$ cat src/rtl/trip_pkg.sv
package trip_pkg;
    localparam int W     = 16;
    localparam int MAGW  = W - 1;
    localparam int NTRIP = 5;
    localparam int RES_W = $clog2(W);

    typedef logic [W-1:0] word_t;
    typedef logic [NTRIP-1:0][W-1:0] thr_arr_t;

    typedef enum logic [1:0] {
        SRC_CUR,
        SRC_PACK,
        SRC_SEL
    } src_e;

    // Fixed measurement source of each lane
    function automatic src_e lane_src(input int idx);
        case (idx)
            0, 1:    return SRC_CUR;
            3:       return SRC_SEL;
            default: return SRC_PACK;
        endcase
    endfunction

    // Keep only the magnitude bits valid at resolution n
    function automatic logic [MAGW-1:0] mag_mask(input logic [MAGW-1:0] m,
                                                 input logic [RES_W-1:0] n);
        logic [MAGW-1:0] r;
        r = '0;
        for (int k = 0; k < MAGW; k++) begin
            r[k] = m[k] & (k >= (MAGW - int'(n)));
        end
        return r;
    endfunction
endpackage

$ cat src/rtl/trip_thr_regs.sv
module trip_thr_regs
    import trip_pkg::*;
#(
    parameter int                ADDR_W = 8,
    parameter logic [ADDR_W-1:0] BASE   = 8'h60,
    parameter int                STRIDE = 4
) (
    input  logic              clk,
    input  logic              rst_n,
    input  logic              wr_en,
    input  logic [ADDR_W-1:0] wr_addr,
    input  word_t             wr_data,
    output thr_arr_t          thr_o
);
    typedef struct packed {
        thr_arr_t thr;
    } regs_t;

    regs_t            r_d, r_q;
    logic [NTRIP-1:0] hit;

    for (genvar g = 0; g < NTRIP; g++) begin : g_dec
        localparam logic [ADDR_W-1:0] LANE_ADDR = ADDR_W'(int'(BASE) + g * STRIDE);
        assign hit[g] = wr_en && (wr_addr == LANE_ADDR);

        // a decoded write lands in its own slot
        a_r1_write_lands: assert property (@(posedge clk) disable iff (!rst_n)
            hit[g] |=> (r_q.thr[g] == $past(wr_data)));
    end

    always_comb begin
        r_d = r_q;
        for (int i = 0; i < NTRIP; i++) begin
            if (hit[i]) r_d.thr[i] = wr_data;
        end
    end

    always_ff @(posedge clk) begin
        if (!rst_n) r_q <= '0;
        else        r_q <= r_d;
    end

    assign thr_o = r_q.thr;

    // no decoded write leaves every threshold untouched
    a_r7_miss_keeps: assert property (@(posedge clk) disable iff (!rst_n)
        !(|hit) |=> $stable(r_q.thr));
endmodule

$ cat src/rtl/trip_lane.sv
module trip_lane
    import trip_pkg::*;
(
    input  logic             clk,
    input  logic             rst_n,
    input  logic             en_i,
    input  logic             stb_i,
    input  logic [RES_W-1:0] res_i,
    input  word_t            meas_i,
    input  word_t            thr_i,
    output logic             flag_o
);
    typedef struct packed {
        logic flag;
    } lane_t;

    lane_t           l_d, l_q;
    logic [MAGW-1:0] meas_m, thr_m;

    always_comb begin
        meas_m = mag_mask(meas_i[MAGW-1:0], res_i);
        thr_m  = mag_mask(thr_i[MAGW-1:0], res_i);
        l_d    = l_q;
        if (!en_i)      l_d.flag = 1'b0;
        else if (stb_i) l_d.flag = (meas_m >= thr_m);
    end

    always_ff @(posedge clk) begin
        if (!rst_n) l_q <= '0;
        else        l_q <= l_d;
    end

    assign flag_o = l_q.flag;

    // disabled lane is low after the edge
    a_r5_disable_clears: assert property (@(posedge clk) disable iff (!rst_n)
        !en_i |=> !flag_o);

    // no strobe, flag holds
    a_r6_hold: assert property (@(posedge clk) disable iff (!rst_n)
        (en_i && !stb_i) |=> $stable(flag_o));

    // equal raw magnitudes must trip
    a_r2_equal_trips: assert property (@(posedge clk) disable iff (!rst_n)
        (en_i && stb_i && (meas_i[MAGW-1:0] == thr_i[MAGW-1:0])) |=> flag_o);

    // opposite signs with equal magnitudes still trip
    a_r4_sign_ignored: assert property (@(posedge clk) disable iff (!rst_n)
        (en_i && stb_i && (meas_i[W-1] != thr_i[W-1]) &&
         (meas_i[MAGW-1:0] == thr_i[MAGW-1:0])) |=> flag_o);

    // resolution zero leaves nothing to compare
    a_r3_zero_res_trips: assert property (@(posedge clk) disable iff (!rst_n)
        (en_i && stb_i && (res_i == '0)) |=> flag_o);
endmodule

$ cat src/rtl/trip_compare_top.sv
module trip_compare_top
    import trip_pkg::*;
#(
    parameter int                ADDR_W      = 8,
    parameter logic [ADDR_W-1:0] BASE_ADDR   = 8'h60,
    parameter int                ADDR_STRIDE = 4
) (
    input  logic              clk,
    input  logic              rst_n,
    input  logic              wr_en,
    input  logic [ADDR_W-1:0] wr_addr,
    input  logic [W-1:0]      wr_data,
    input  logic              sample_stb,
    input  logic [RES_W-1:0]  res_bits,
    input  logic [NTRIP-1:0]  trip_en,
    input  logic              aux_sel,
    input  logic [W-1:0]      meas_cur,
    input  logic [W-1:0]      meas_pack,
    input  logic [W-1:0]      meas_aux,
    output logic [NTRIP-1:0]  trip_flag
);
    thr_arr_t thr;

    trip_thr_regs #(
        .ADDR_W (ADDR_W),
        .BASE   (BASE_ADDR),
        .STRIDE (ADDR_STRIDE)
    ) u_regs (
        .clk     (clk),
        .rst_n   (rst_n),
        .wr_en   (wr_en),
        .wr_addr (wr_addr),
        .wr_data (wr_data),
        .thr_o   (thr)
    );

    for (genvar g = 0; g < NTRIP; g++) begin : g_lane
        localparam src_e SRC = lane_src(g);
        word_t sel;

        // per-lane source routing
        if (SRC == SRC_CUR) begin : g_cur
            assign sel = meas_cur;
        end else if (SRC == SRC_PACK) begin : g_pack
            assign sel = meas_pack;
        end else begin : g_sel
            assign sel = aux_sel ? meas_aux : meas_pack;
        end

        trip_lane u_lane (
            .clk    (clk),
            .rst_n  (rst_n),
            .en_i   (trip_en[g]),
            .stb_i  (sample_stb),
            .res_i  (res_bits),
            .meas_i (sel),
            .thr_i  (thr[g]),
            .flag_o (trip_flag[g])
        );
    end
endmodule

$ cat config.mk
export PLATFORM = sky130hd
export DESIGN_NAME = trip_compare_top
export DESIGN_NICKNAME = d
export VERILOG_FILES = /design/src/rtl/trip_pkg.sv /design/src/rtl/trip_thr_regs.sv /design/src/rtl/trip_lane.sv /design/src/rtl/trip_compare_top.sv
export SDC_FILE = /design/constraint.sdc
export NUM_CORES = 1
export LEC_CHECK = 0
export BUFFER_PORTS_ARGS = -buffer_cell sky130_fd_sc_hd__buf_4
export CORE_ASPECT_RATIO = 0.8
export CORE_MARGIN = 2
export CORE_UTILIZATION = 45
export DETAILED_ROUTE_END_ITERATION = 7
export GPL_TIMING_DRIVEN = 0
export HOLD_SLACK_MARGIN = 0.08
export PLACE_DENSITY = 0.65
export SYNTH_ARGS = -nofsm -noshare
export SYNTH_HDL_FRONTEND = slang
export SYNTH_HIERARCHICAL = 1
export SYNTH_SLANG_ARGS = --single-unit
$ cat constraint.sdc
create_clock -name clk -period 3.95 [get_ports clk]
set_input_delay 0.79 -clock clk [delete_from_list [all_inputs] [get_ports clk]]
set_output_delay 0.79 -clock clk [all_outputs]
set_load 0.02 [all_outputs]
==> results_dict.tcl <==
set metrics [dict create \
    die_h_um 110 \
    grt_start_max_net_pins 36 \
    clk_transition_reported_paths_ns 0.07 \
    cts-hold-fix-buffers 0 \
    clock_path_buffers 2 \
    grt_antenna_before_repair 0 \
    cts_tree "built" \
    share_seq_of_total_power_pct 38.6 \
    finalClockSkew_ns 0.00575 \
    timing_worst_setup_path_type "in2reg" \
    clock_insertion_delay_worst_skew_ns 0.34 \
    portBuffers 83 \
    post_drt_via_cell_ratio 6.03 \
    setup.worst_path.end_class "flip-flop" \
    cp_max_fo 35 \
    mappedNetlistArea_um2 6350 \
    routed_wl_um 18600 \
    antenna_cells 0 \
    boundaryPins 91 \
    post-cts-setup-buffer-count 0 \
    setup_tns_ns 0 \
    period_minus_slack_ns 2.52 \
    cell_internal_power_w 0.00151 \
    area.growth.synth_to_final_pct 18.1 \
    number_of_nets_in_the_layout 958 \
    multi_input_comb_area_um2 4430 \
    maxSlewHeadroom_pct 58.3 \
    clkSinkCount 80 \
    most-common-layout-cells "111 x nand2_1, 83 x buf_4, 80 x dfxtp_1" \
    power_switching_w 0.000595 \
    maxSlewViolCount 0 \
    worst_ep_required_time_ns 4.16 \
    ys.warnings.count 6 \
    drtPass1Iterations 5 \
    core.rowCount 38 \
    sequential_standard_cell_area_um2 1600 \
    post_synth.cell_area_avg_um2 9.03 \
    cap_violations 0 \
    fillers 1312 \
    first_pass_grt_wire_length_um 29400 \
    min-delay-path-class "reg2reg" \
    hold_viol_final 0 \
    vias 5922 \
    globalplace.congestion 0.949 \
    floorplan.core_area_um2 13700 \
    cts_made_buffers 9 \
    timing.final.crit_share_pct 63.7 \
    hpwl_um 14900 \
    startpoint_type "input port" \
    clock_power_share_pct 40.3 \
    die_extent_in_x_um 137 \
    grt_setup_unrepaired "false" \
    whs_ns 0.454 \
    detail_route.wl_per_cell_um 19.0 \
    grt_remaining_overflow 0 \
    power.share.combinational_pct 21.1 \
    synthesis.instances 703 \
    power_per_cell_area_nw_per_um2 281 \
    worstMarginPinSlew_ns 0.621 \
    peakVddDrop_uv 207 \
    drt.antenna.violating_nets 0 \
    power.share.switching_pct 28.3 \
    die_area_um2 15100 \
    clock_tree.root_cell "clkbuf_16" \
    grt.total_usage_pct 25.2 \
    finish_stage_setup_viols 0 \
    drive_gt1_share_pct 23.7 \
    clock.fmax_mhz 397 \
    synth.net_count 864 \
    cts.repair.resized 0 \
    cts.htree.levels 3 \
    critical_path_arrival_ns 2.73 \
    static-leakage-power_nw 3.27 \
    vias_in_the_first_global_route 5695 \
    result_of_the_run "finished clean" \
    drc 0 \
    initial_utilization_pct 46.4 \
    most_frequent_standard_cell_in_the_layout_excluding_fill_and_tap_cells "nand2_1" \
    drt-initial-drc-count 405 \
]
==> worst paths after layout <==
path                                               startpoint                                    to  slack (ns)  cells past startpoint
worst min register to register  u_regs/thr_o[48]$_SDFFE_PN0P_         u_regs/thr_o[48]$_SDFFE_PN0P_        0.45                      2
worst min-delay path            u_regs/thr_o[48]$_SDFFE_PN0P_         u_regs/thr_o[48]$_SDFFE_PN0P_        0.45                      2
worst max-delay path                              res_bits[1]  g_lane[4].u_lane/flag_o$_SDFFE_PN0P_        1.43                      9
worst max register to register   u_regs/thr_o[4]$_SDFFE_PN0P_  g_lane[0].u_lane/flag_o$_SDFFE_PN0P_        2.32                      6
==> layer usage <==
metal / part of all wire (%) / vias to the layer above / GRT usage (%)
met3: 6.2 / 27 / 3.48
met2: 44 / 213 / 40.3
met1: 49 / 2854 / 35.9
met5: 0 / - / 0
met4: 1.3 / 0 / 5.96
li1: - / 2828 / -
==> power by group through the flow <==
| stage | Combinational [W] | Sequential, W | Clock [W] |
|---|---|---|---|
| final | 0.000443 | 0.000812 | 0.000848 |
| after global routing | 0.000481 | 0.000812 | 0.000895 |
| after CTS | 0.000436 | 0.000812 | 0.000860 |
| after detailed placement | 0.000433 | 0.000830 | 0 |
| after global placement | 0.000419 | 0.000830 | 0 |
| after floorplan | 0.000262 | 0.000833 | 0 |
==> per-stage QoR <==
stage | setup WS [ns] | cell area, um^2 | power, W | util (%) | std cells
after detailed placement | 1.13 | 7200 | 0.00126 | 52.5 | 966
after CTS | 1.49 | 7490 | 0.00211 | 54.7 | 982
after global placement | 1.19 | 7200 | 0.00125 | 52.5 | 966
after floorplan | 1.48 | 6350 | 0.00110 | - | 703
after global routing | 1.33 | 7490 | 0.00219 | 54.7 | 982
final | 1.43 | 7490 | 0.00210 | 54.7 | 982
==> layout make-up <==
cell class / instances / area share [%]
plain buffers: 59 / 4.21
clock buffers: 11 / 3.24
clock inverters: 5 / 0.751
multi-input cells: 564 / 59.1
flip-flops and latches: 80 / 21.4
well taps: 180 / 3.01
repair buffers: 83 / 8.31
==> worst max-delay path, cell delays in order <==
cell	delay [ns]
buf_4	0.25
and2_1	0.21
buf_2	0.16
o31a_1	0.26
ha_1	0.33
a211oi_2	0.20
nor2_1	0.07
nor4b_1	0.33
a31oi_1	0.13
==> sequential cells by signal (all words and copies together) (netlist names) <==
| name | count |
|---|---|
| g_lane.u_lane/flag_o | 5 |
| u_regs/thr_o | 75 |
Power figures use the tool's default switching activity.
